<file path="src/rtl/sdc_cmd_pkg.sv">
package sdc_cmd_pkg;

   typedef enum logic [1:0] {SQ_IDLE, SQ_WAIT, SQ_DATA, SQ_STOP} seq_state_e;

   typedef struct packed {
      logic       secure;
      logic       multi;
      logic       read;
      logic       data;
      logic [2:0] rtype;
      logic       app;
      logic [5:0] index;
   } cmd_fields_t;

   localparam int ST_W      = 8;
   localparam int ST_DONE   = 0;
   localparam int ST_TMO    = 1;
   localparam int ST_CRC    = 2;
   localparam int ST_INS    = 3;
   localparam int ST_REM    = 4;
   localparam int ST_ILL    = 5;
   localparam int ST_DEND   = 6;
   localparam int ST_ASTOP  = 7;

   localparam logic [2:0] RT_LONG = 3'd6;
   localparam logic [2:0] RT_BUSY = 3'd5;
   localparam logic [5:0] STOP_IDX = 6'd12;

endpackage

</file>
<file path="src/rtl/sdc_cmd_decode.sv">
module sdc_cmd_decode
   import sdc_cmd_pkg::*;
(
   input  logic [15:0] word,
   output cmd_fields_t fields
);
   logic unused_w;
   assign unused_w = word[15] ^ word[7];

   always_comb begin
      fields.index  = word[5:0];
      fields.app    = word[6];
      fields.rtype  = word[10:8];
      fields.data   = word[11];
      fields.read   = word[12];
      fields.multi  = word[13];
      fields.secure = word[14];
   end
endmodule

</file>
<file path="src/rtl/sdc_cmd_seq.sv">
module sdc_cmd_seq
   import sdc_cmd_pkg::*;
#(
   parameter int WORD_W      = 32,
   parameter int TIMEOUT_CYC = 1024
) (
   input  logic              clk,
   input  logic              rst_n,
   input  logic              launch,
   input  cmd_fields_t       fields,
   input  logic [WORD_W-1:0] arg,
   input  logic              stop_arm,
   input  logic              abort_req,
   input  logic              rsp_valid,
   input  logic              rsp_crc_err,
   input  logic              data_done,
   output logic              eng_start,
   output logic [5:0]        eng_index,
   output logic [WORD_W-1:0] eng_arg,
   output logic [2:0]        eng_rtype,
   output logic              eng_app,
   output logic              eng_secure,
   output logic              busy,
   output logic              dat_active,
   output logic              dat_read,
   output logic              stop_now,
   output logic              capture,
   output logic              cur_long,
   output logic [ST_W-1:0]   ev
);
   localparam int CNT_W = $clog2(TIMEOUT_CYC);
   localparam logic [CNT_W-1:0] CNT_LAST = CNT_W'(TIMEOUT_CYC - 1);

   seq_state_e        state;
   cmd_fields_t       cur;
   logic [WORD_W-1:0] arg_l;
   logic [CNT_W-1:0]  cnt;
   logic              tmo;

   assign tmo = (cnt == CNT_LAST);

   always_ff @(posedge clk or negedge rst_n) begin
      if (!rst_n) begin
         state     <= SQ_IDLE;
         cur       <= '0;
         arg_l     <= '0;
         cnt       <= '0;
         eng_start <= 1'b0;
         stop_now  <= 1'b0;
      end else begin
         eng_start <= 1'b0;
         stop_now  <= 1'b0;
         case (state)
            SQ_IDLE: if (launch) begin
               state     <= SQ_WAIT;
               cur       <= fields;
               arg_l     <= arg;
               cnt       <= '0;
               eng_start <= 1'b1;
            end
            SQ_WAIT: begin
               if (rsp_valid)
                  state <= (cur.data && !rsp_crc_err) ? SQ_DATA : SQ_IDLE;
               else if (tmo)
                  state <= SQ_IDLE;
               else
                  cnt <= cnt + 1'b1;
            end
            SQ_DATA: begin
               if (abort_req) begin
                  state    <= SQ_IDLE;
                  stop_now <= 1'b1;
               end else if (data_done) begin
                  if (cur.multi && stop_arm) begin
                     state     <= SQ_STOP;
                     cnt       <= '0;
                     eng_start <= 1'b1;
                  end else begin
                     state <= SQ_IDLE;
                  end
               end
            end
            SQ_STOP: begin
               if (rsp_valid || tmo) state <= SQ_IDLE;
               else                  cnt   <= cnt + 1'b1;
            end
            default: state <= SQ_IDLE;
         endcase
      end
   end

   always_comb begin
      eng_index  = (state == SQ_STOP) ? STOP_IDX : cur.index;
      eng_arg    = (state == SQ_STOP) ? '0 : arg_l;
      eng_rtype  = (state == SQ_STOP) ? RT_BUSY : cur.rtype;
      eng_app    = cur.app;
      eng_secure = cur.secure;
      busy       = (state != SQ_IDLE);
      dat_active = (state == SQ_DATA);
      dat_read   = cur.read;
      capture    = (state == SQ_WAIT) && rsp_valid;
      cur_long   = (cur.rtype == RT_LONG);
      ev           = '0;
      ev[ST_DONE]  = (state == SQ_WAIT) && (rsp_valid || tmo);
      ev[ST_TMO]   = ((state == SQ_WAIT) || (state == SQ_STOP)) && !rsp_valid && tmo;
      ev[ST_CRC]   = (state == SQ_WAIT) && rsp_valid && rsp_crc_err;
      ev[ST_DEND]  = (state == SQ_DATA) && (abort_req || data_done);
      ev[ST_ASTOP] = (state == SQ_STOP) && (rsp_valid || tmo);
   end
endmodule

</file>
<file path="src/rtl/sdc_cmd_resp.sv">
module sdc_cmd_resp #(
   parameter int WORD_W = 32,
   parameter int NWORDS = 4
) (
   input  logic                       clk,
   input  logic                       rst_n,
   input  logic                       capture,
   input  logic                       is_long,
   input  logic [NWORDS*WORD_W+7:0]   raw,
   output logic [NWORDS*WORD_W-1:0]   words
);
   localparam int BODY_W = NWORDS * WORD_W;

   logic unused_hdr;
   assign unused_hdr = ^raw[BODY_W+7:BODY_W];

   for (genvar i = 0; i < NWORDS; i++) begin : g_word
      logic [WORD_W-1:0] short_val;
      if (i == 0) begin : g_first
         assign short_val = raw[8 +: WORD_W];
      end else begin : g_rest
         assign short_val = '0;
      end
      always_ff @(posedge clk or negedge rst_n) begin
         if (!rst_n)
            words[i*WORD_W +: WORD_W] <= '0;
         else if (capture)
            words[i*WORD_W +: WORD_W] <= is_long ? raw[i*WORD_W +: WORD_W] : short_val;
      end
   end
endmodule

</file>
<file path="src/rtl/sdc_cmd_status.sv">
module sdc_cmd_status #(
   parameter int          NBITS      = 8,
   parameter logic [7:0]  MASK_RESET = 8'hFF
) (
   input  logic             clk,
   input  logic             rst_n,
   input  logic [NBITS-1:0] set_vec,
   input  logic [NBITS-1:0] clr_vec,
   input  logic             mask_we,
   input  logic [NBITS-1:0] mask_in,
   output logic [NBITS-1:0] status,
   output logic [NBITS-1:0] mask,
   output logic             irq
);
   always_ff @(posedge clk or negedge rst_n) begin
      if (!rst_n) begin
         status <= '0;
         mask   <= NBITS'(MASK_RESET);
         irq    <= 1'b0;
      end else begin
         status <= (status & ~clr_vec) | set_vec;
         if (mask_we) mask <= mask_in;
         irq <= |(((status & ~clr_vec) | set_vec) & ~(mask_we ? mask_in : mask));
      end
   end
endmodule

</file>
<file path="src/rtl/sdc_cmd_unit.sv">
module sdc_cmd_unit
   import sdc_cmd_pkg::*;
#(
   parameter int WORD_W      = 32,
   parameter int ADDR_W      = 4,
   parameter int TIMEOUT_CYC = 1024
) (
   input  logic                  clk,
   input  logic                  rst_n,
   input  logic                  wr_en,
   input  logic [ADDR_W-1:0]     wr_addr,
   input  logic [WORD_W-1:0]     wr_data,
   input  logic [ADDR_W-1:0]     rd_addr,
   output logic [WORD_W-1:0]     rd_data,
   output logic                  eng_start,
   output logic [5:0]            eng_index,
   output logic [WORD_W-1:0]     eng_arg,
   output logic [2:0]            eng_rtype,
   output logic                  eng_app,
   output logic                  eng_secure,
   input  logic                  rsp_valid,
   input  logic                  rsp_crc_err,
   input  logic [4*WORD_W+7:0]   rsp_raw,
   output logic                  dat_active,
   output logic                  dat_read,
   input  logic                  data_done,
   output logic                  stop_now,
   input  logic                  card_insert,
   input  logic                  card_remove,
   output logic                  busy,
   output logic                  irq
);
   localparam int NWORDS = 4;
   localparam logic [ADDR_W-1:0] A_ARG  = ADDR_W'(0);
   localparam logic [ADDR_W-1:0] A_CMD  = ADDR_W'(1);
   localparam logic [ADDR_W-1:0] A_STOP = ADDR_W'(2);
   localparam logic [ADDR_W-1:0] A_STAT = ADDR_W'(3);
   localparam logic [ADDR_W-1:0] A_MASK = ADDR_W'(4);
   localparam int RSP_BASE = 5;

   if (WORD_W < 32) begin : g_bad_word
      $error("WORD_W must be at least 32");
   end
   if (ADDR_W < 4) begin : g_bad_addr
      $error("ADDR_W must be at least 4");
   end
   if (TIMEOUT_CYC < 2) begin : g_bad_tmo
      $error("TIMEOUT_CYC must be at least 2");
   end

   logic [WORD_W-1:0]        arg_q;
   logic [15:0]              cmd_q;
   logic                     stop_arm;
   cmd_fields_t              fields;
   logic                     cmd_wr, launch, abort_req, capture, cur_long;
   logic [ST_W-1:0]          ev, set_vec, clr_vec, status, mask;
   logic [NWORDS*WORD_W-1:0] words;

   assign cmd_wr    = wr_en && (wr_addr == A_CMD);
   assign launch    = cmd_wr && !busy;
   assign abort_req = wr_en && (wr_addr == A_STOP) && wr_data[0];

   always_ff @(posedge clk or negedge rst_n) begin
      if (!rst_n) begin
         arg_q    <= '0;
         cmd_q    <= '0;
         stop_arm <= 1'b0;
      end else if (wr_en) begin
         if (wr_addr == A_ARG)  arg_q    <= wr_data;
         if (launch)            cmd_q    <= wr_data[15:0];
         if (wr_addr == A_STOP) stop_arm <= wr_data[8];
      end
   end

   sdc_cmd_decode u_dec (.word(wr_data[15:0]), .fields(fields));

   sdc_cmd_seq #(.WORD_W(WORD_W), .TIMEOUT_CYC(TIMEOUT_CYC)) u_seq (
      .clk(clk), .rst_n(rst_n), .launch(launch), .fields(fields), .arg(arg_q),
      .stop_arm(stop_arm), .abort_req(abort_req), .rsp_valid(rsp_valid),
      .rsp_crc_err(rsp_crc_err), .data_done(data_done), .eng_start(eng_start),
      .eng_index(eng_index), .eng_arg(eng_arg), .eng_rtype(eng_rtype),
      .eng_app(eng_app), .eng_secure(eng_secure), .busy(busy),
      .dat_active(dat_active), .dat_read(dat_read), .stop_now(stop_now),
      .capture(capture), .cur_long(cur_long), .ev(ev));

   sdc_cmd_resp #(.WORD_W(WORD_W), .NWORDS(NWORDS)) u_resp (
      .clk(clk), .rst_n(rst_n), .capture(capture), .is_long(cur_long),
      .raw(rsp_raw), .words(words));

   always_comb begin
      set_vec         = ev;
      set_vec[ST_INS] = card_insert;
      set_vec[ST_REM] = card_remove;
      set_vec[ST_ILL] = cmd_wr && busy;
      clr_vec = (wr_en && (wr_addr == A_STAT)) ? wr_data[ST_W-1:0] : '0;
   end

   sdc_cmd_status #(.NBITS(ST_W), .MASK_RESET(8'hFF)) u_stat (
      .clk(clk), .rst_n(rst_n), .set_vec(set_vec), .clr_vec(clr_vec),
      .mask_we(wr_en && (wr_addr == A_MASK)), .mask_in(wr_data[ST_W-1:0]),
      .status(status), .mask(mask), .irq(irq));

   always_comb begin
      rd_data = '0;
      case (rd_addr)
         A_ARG:  rd_data = arg_q;
         A_CMD:  rd_data = WORD_W'(cmd_q);
         A_STOP: rd_data = WORD_W'({stop_arm, 8'h00});
         A_STAT: rd_data = WORD_W'(status);
         A_MASK: rd_data = WORD_W'(mask);
         default: begin
            for (int i = 0; i < NWORDS; i++)
               if (rd_addr == ADDR_W'(RSP_BASE + i))
                  rd_data = words[i*WORD_W +: WORD_W];
         end
      endcase
   end
endmodule

</file>
<file path="config.mk">
export PLATFORM = sky130hd
export DESIGN_NAME = sdc_cmd_unit
export DESIGN_NICKNAME = d
export VERILOG_FILES = /design/src/rtl/sdc_cmd_pkg.sv /design/src/rtl/sdc_cmd_decode.sv /design/src/rtl/sdc_cmd_seq.sv /design/src/rtl/sdc_cmd_resp.sv /design/src/rtl/sdc_cmd_status.sv /design/src/rtl/sdc_cmd_unit.sv
export SDC_FILE = /design/constraint.sdc
export NUM_CORES = 1
export LEC_CHECK = 0
export BUFFER_PORTS_ARGS = -buffer_cell sky130_fd_sc_hd__buf_2
export CAP_MARGIN = 20
export CORE_ASPECT_RATIO = 0.5
export CORE_MARGIN = 3
export CORE_UTILIZATION = 25
export CTS_CLUSTER_SIZE = 12
export DETAILED_ROUTE_END_ITERATION = 8
export SLEW_MARGIN = 20
export SYNTH_ARGS = -nofsm -noshare
export SYNTH_HDL_FRONTEND = slang
export SYNTH_SLANG_ARGS = --single-unit
export TNS_END_PERCENT = 1
</file>
<file path="constraint.sdc">
create_clock -name clk -period 3.19 [get_ports clk]
set_clock_uncertainty 0.2 [all_clocks]
set_input_delay 0.638 -clock clk [delete_from_list [all_inputs] [get_ports clk]]
set_output_delay 0.638 -clock clk [all_outputs]
set_load 0.02 [all_outputs]
</file>
**Word level (Yosys, flattened, before mapping)**

Index checks and enable logic that the tools add are counted.
W data, S select, Z words.

- Add/subtract/negate cells: 1
- Equal/unequal tests: 27
- Mux-type cells: 38
- Bitwise logic cells: 5
- Reductions and logical operators: 33

Operator list:

| kind | number |
|---|---|
| $mux W32 | 9 |
| $pmux W32 S5 | 1 |
| $mux W10 | 7 |
| $pmux W10 S4 | 1 |
| $eq A4 B3 Y1 const B | 5 |
| $and A8 B8 Y8 | 2 |
| $eq A4 B2 Y1 const B | 4 |
| $logic_and A1 B1 Y1 | 16 |
| $mux W2 | 8 |
| $mux W8 | 2 |
| $not A8 Y8 | 2 |
| $add A10 B1 Y10 const B | 1 |
| $eq A10 B10 Y1 const B | 1 |
| $ne A2 B2 Y1 const B | 5 |
| $eq A4 B1 Y1 const B | 2 |
| $logic_not A4 Y1 | 2 |
| $or A8 B8 Y8 | 1 |
| $pmux W2 S4 | 1 |
| $reduce_and A2 Y1 | 4 |
| $reduce_or A8 Y1 | 1 |
| $reduce_and A7 Y1 | 1 |
| $mux W1 | 6 |
| $mux W6 | 1 |
| $ne A2 B1 Y1 const B | 3 |
| 13 further kinds | 18 |

- Register bits after elaboration: 254
- Output and inout port bits: 81

**Logic depth before layout (Yosys ltp)**

- Depth in word-level cells: 8
- Mapped depth: 8
- Mapped depth without buffers: 6

**Modules after synthesis**

A second synthesis with hierarchy kept.

- Cells, all modules: 1308
- Area, all modules: 12976.2 um2

Modules (own cells, without submodules):

| module | instances | cells an instance | area each (um2) | sequential area each (um2) |
|---|---|---|---|---|
| sdc_cmd_resp | 1 | 554 | 5353.9 | 3203.1 |
| sdc_cmd_unit | 1 | 452 | 3965.1 | 1226.2 |
| sdc_cmd_seq | 1 | 232 | 2847.7 | 1501.4 |
| sdc_cmd_status | 1 | 56 | 704.4 | 435.4 |
| sdc_cmd_decode | 1 | 14 | 105.1 | 0.0 |

**Worst setup path after synthesis**

Ideal clock, no wire load.

- Path type: input to output
- Start point: input port rd_addr[0]
- End point: output port rd_data[2]
- Arrival: 2238 ps
- Required time: 2352 ps
- Setup slack: 114 ps
- Cell stages on the path: 6
- Path buffers: 3
- Path through: clkbuf_1 -> clkbuf_1 -> clkbuf_1 -> o21ai_0 -> a22o_1 -> a21boi_0

- Word-level cells in the longest chain between the ends: 6

RTL lines:

| element | RTL line | source |
|---|---|---|
| from (decl) | sdc_cmd_unit.sv:13 | `input logic [ADDR_W-1:0] rd_addr,` |
| $eq A4 B3 Y1 | sdc_cmd_unit.sv:113 | `if (rd_addr == ADDR_W'(RSP_BASE + i))` |
| $mux W32 (4 in a row) | sdc_cmd_unit.sv:113 |  |
| $pmux W32 S5 (*) | sdc_cmd_unit.sv:105 | `case (rd_addr)` |
| to (decl) | sdc_cmd_unit.sv:14 | `output logic [WORD_W-1:0] rd_data,` |

Mark *: on every way between the ends. The rest lies on a longest branch, timed or not.

**Worst setup path in the final report**

- Start point: input port rd_addr[0]
- End point: output port rd_data[24]

Same word-level chain as after synthesis.

==> results.cfg <==
[timing]
max_freq_mhz = 327
layout_setup_ws_ns = 0.129
finalHoldViolations = 0
worst_pin_slew_ns = 0.647
maxSlewHeadroom_pct = 56.8
tns_ns = 0
rsz0062_at_grt = no
setup_viol = 0
min_period_ns = 3.06
maxSlewViolCount = 0
fin_crit_sh_pct = 95.9

[pwr]
p_seq_share_pct = 44.4
p_sw_share_pct = 33.9
clockPowerShare_pct = 28.2
combPwrFrac_pct = 27.5
power_per_cell_area_mw_per_mm2 = 735
ir_worst_vdd_mv = 0.364
p_switching_mw = 3.71
p_int_mw = 7.24
leakagePower_nw = 7.53
power.total_mw = 10.9

[floorplan]
fp.dieH_um = 160
core_area_mm2 = 0.0460
num_io_pins = 265
die_x_um = 314
start_util_pct = 25.8
fp-row-count = 55
die-area_mm2 = 0.0502

[setup_path]
worstSetupStartpointType = input pin
r2r-start = u_seq.cnt[0]$_DFFE_PN0P_
cp_slowest_cell = buf_2
r2r_end = u_seq.cnt[8]$_DFFE_PN0P_
path_class = in2out
worstPathArrival_ns = 2.22
ff2ff_path_depth = 7
cp_common_cell = buf_2
cpPeakStageDelay_ns = 0.30
required_ns = 2.35
path_cells = buf_2, inv_1, nor3_2, buf_4, nand2_1, a41oi_1, buf_2
r2r_slack_ns = 0.92
worstSetupEndpointType = primary output
critical_path.max_fanout = 18

[synthesis]
synth_ff_type = dfrtp_1
netlist_area_mm2 = 0.0118
netlist.area_leader.share_pct = 52.0
synth_edf_count = 0
syn_inst = 1172
synth-seq-cells = 254
synth_top_area_cell = dfrtp_1
yosys_warnings = 0
synth_nets = 1357
ys_seq_area_share_pct = 53.7
async_flop_share_pct = 100
synth.avg_cell_area_um2 = 10.1
synth_cell_types = 66
synthTopCellsByArea = dfrtp_1 52%, nand2_1 8.7%, a22o_1 7.5%

[global_route]
grt_pass1_vias = 9809
grt_overflow = 0
grt.total_usage_pct = 15.3
grt_pass1_wl_um = 60100
grt_max_degree = 91
antenna_found_initial = 12

[routing]
drt.antenna.violating_nets = 0
routedWlPerCell_um = 19.2
viasPerCell = 4.79
drc_errors = 0
first_pass_iters = 5
dr_total_vias = 9943
wl_um = 39800
drt_iter0_drc = 902

[cts]
cts_tree = built
cts_buffers = 27
cts_max_path_buffers = 3
clkSinkCount = 254
cts_htree_levels = 1
worstSkewPairLatency_ns = 0.53
post-cts-setup-buffer-count = 0
clock-root-buffer = clkbuf_16
cts.clk_slew.worst_paths_ns = 0.06

[run_status]
outcome = completed

[min_path]
hp-class = in2reg
hold_depth = 2
min_to = u_resp.words[90]$_DFFE_PN0N_
worstHoldStart = rsp_raw[90]

[layout]
areaGrowthSynthToFinish_pct = 25.8
final_nets = 1605
fin_util_pct = 32.4
fin_cells = 2075
n_fill_cell = 4825
layout-drive-gt1-share_pct = 29.0

[placement]
gp_congestion = 0.869
post-place-ws_ns = 0.0712
portBuffers = 256
dp_cells = 2017
hpwl_um = 29400

[run]
maxCapViolCount = 0
==> cells in the mapped netlist (all sizes together) (3+ instances only) <==
cell,n
nor2,44
inv,19
a221oi,4
nor3,9
dfrtp,246
a41oi,9
a222oi,8
a21boi,5
o21ai,74
mux2i,39
and2,39
buf,26
o22ai,11
nand2,275
nand3,13
a21oi,45
a2bb2oi,6
mux2,56
a31oi,3
o31ai,5
dfstp,8
a22o,101
o22a,6
nand2b,9
and3,4
clkbuf,60
a22oi,8
==> kinds of logic (layout without fill, tap and decap cells) <==
family                   after synthesis  after routing  synth area share, %
buffers and inverters                106            373                 3.95
adder cells (fa/ha/maj)                1              1                0.106
AO/OA/AOI/OAI                        304            304                 18.3
other                                  0              9                    0
AND/OR/NAND/NOR                      412            412                 15.3
multiplexers                          95             95                 8.62
flip-flops                           254            254                 53.7
==> power by group through the flow <==
stage / combinational (mW) / sequential (mW) / clock (mW)
after detailed placement: 3.02 / 4.88 / 0
after global routing: 3.33 / 4.97 / 3.27
after CTS: 3.04 / 4.84 / 3.13
after global placement: 2.98 / 4.86 / 0
after floorplan: 2.02 / 4.62 / 0
final: 3.01 / 4.86 / 3.08
==> layer usage <==
layer  track usage, %  vias up  share of wire [%]
met5                0        -               0.11
met4             5.65        6                2.9
met3             2.06       73                4.7
met2             26.3      258                 51
met1             19.6     4945                 41
li1                 -     4661                  -
==> critical path, delay by kind of cell <==
family                 cells  cell delay [ns]
AND/OR/NAND/NOR            2             0.30
buffers and inverters      4             1.00
AO/OA/AOI/OAI              1             0.26
==> registers in the layout, indices dropped and copies added, names as in the netlist, 2 cells and up <==
register and flops:
u_seq.cnt 10, u_stat.mask 8, arg_q 32, u_stat.status 8, u_resp.words 128, u_seq.state 2
u_seq.arg_l 32, u_seq.cur 11, cmd_q 16
==> final cells by class <==
type / count / area, um2 / area share [%]
flip-flops and latches: 254 / 6370 / 42.7
inverters: 20 / 75.1 / 0.504
multi-input cells: 812 / 5030 / 33.8
clock buffers: 42 / 772 / 5.18
diodes: 9 / 22.5 / 0.151
clock inverters: 6 / 83.8 / 0.563
well taps: 627 / 785 / 5.27
repair buffers: 305 / 1760 / 11.8
==> worst max-delay path by stage <==
stage	from	end	slack, ns	cells past startpoint
after global routing	rd_addr[0]	rd_data[24]	0.03	7
after CTS	rd_addr[0]	rd_data[9]	0.07	5
after detailed placement	rd_addr[0]	rd_data[9]	0.07	5
after global placement	rd_addr[0]	rd_data[9]	0.08	5
final	rd_addr[0]	rd_data[24]	0.13	7
after floorplan	rd_addr[0]	rd_data[2]	0.11	6
==> stage by stage <==
step	cell area (um2)	hold WS, ns
floorplan	11800	0.142
global placement	14000	0.252
detailed placement	14000	0.254
CTS	14900	0.105
global route	14900	0.109
finish	14900	0.118
==> layout by cell type (no fill, tap or decap), types with 9 or more instances in the layout <==
cell type / n
inv_1: 18
buf_2: 255
a41oi_1: 9
mux2i_1: 39
diode_2: 9
nand2b_1: 9
and2_1: 38
mux2_2: 56
o21ai_0: 71
nor2_1: 41
o22ai_1: 11
a21oi_1: 45
a22o_1: 101
buf_4: 40
nand3_1: 13
clkbuf_16: 27
clkbuf_1: 11
dfrtp_1: 246
nand2_1: 275
==> timing repair <==
| action | CTS | global route |
|---|---|---|
| hold buffers | 1 | 0 |
| gates resized for setup | 0 | 1 |
| endpoints found under the hold margin | 23 | 0 |
| endpoints found under the setup margin | 0 | 3 |
No activity file was read; power rests on OpenSTA's default activity.
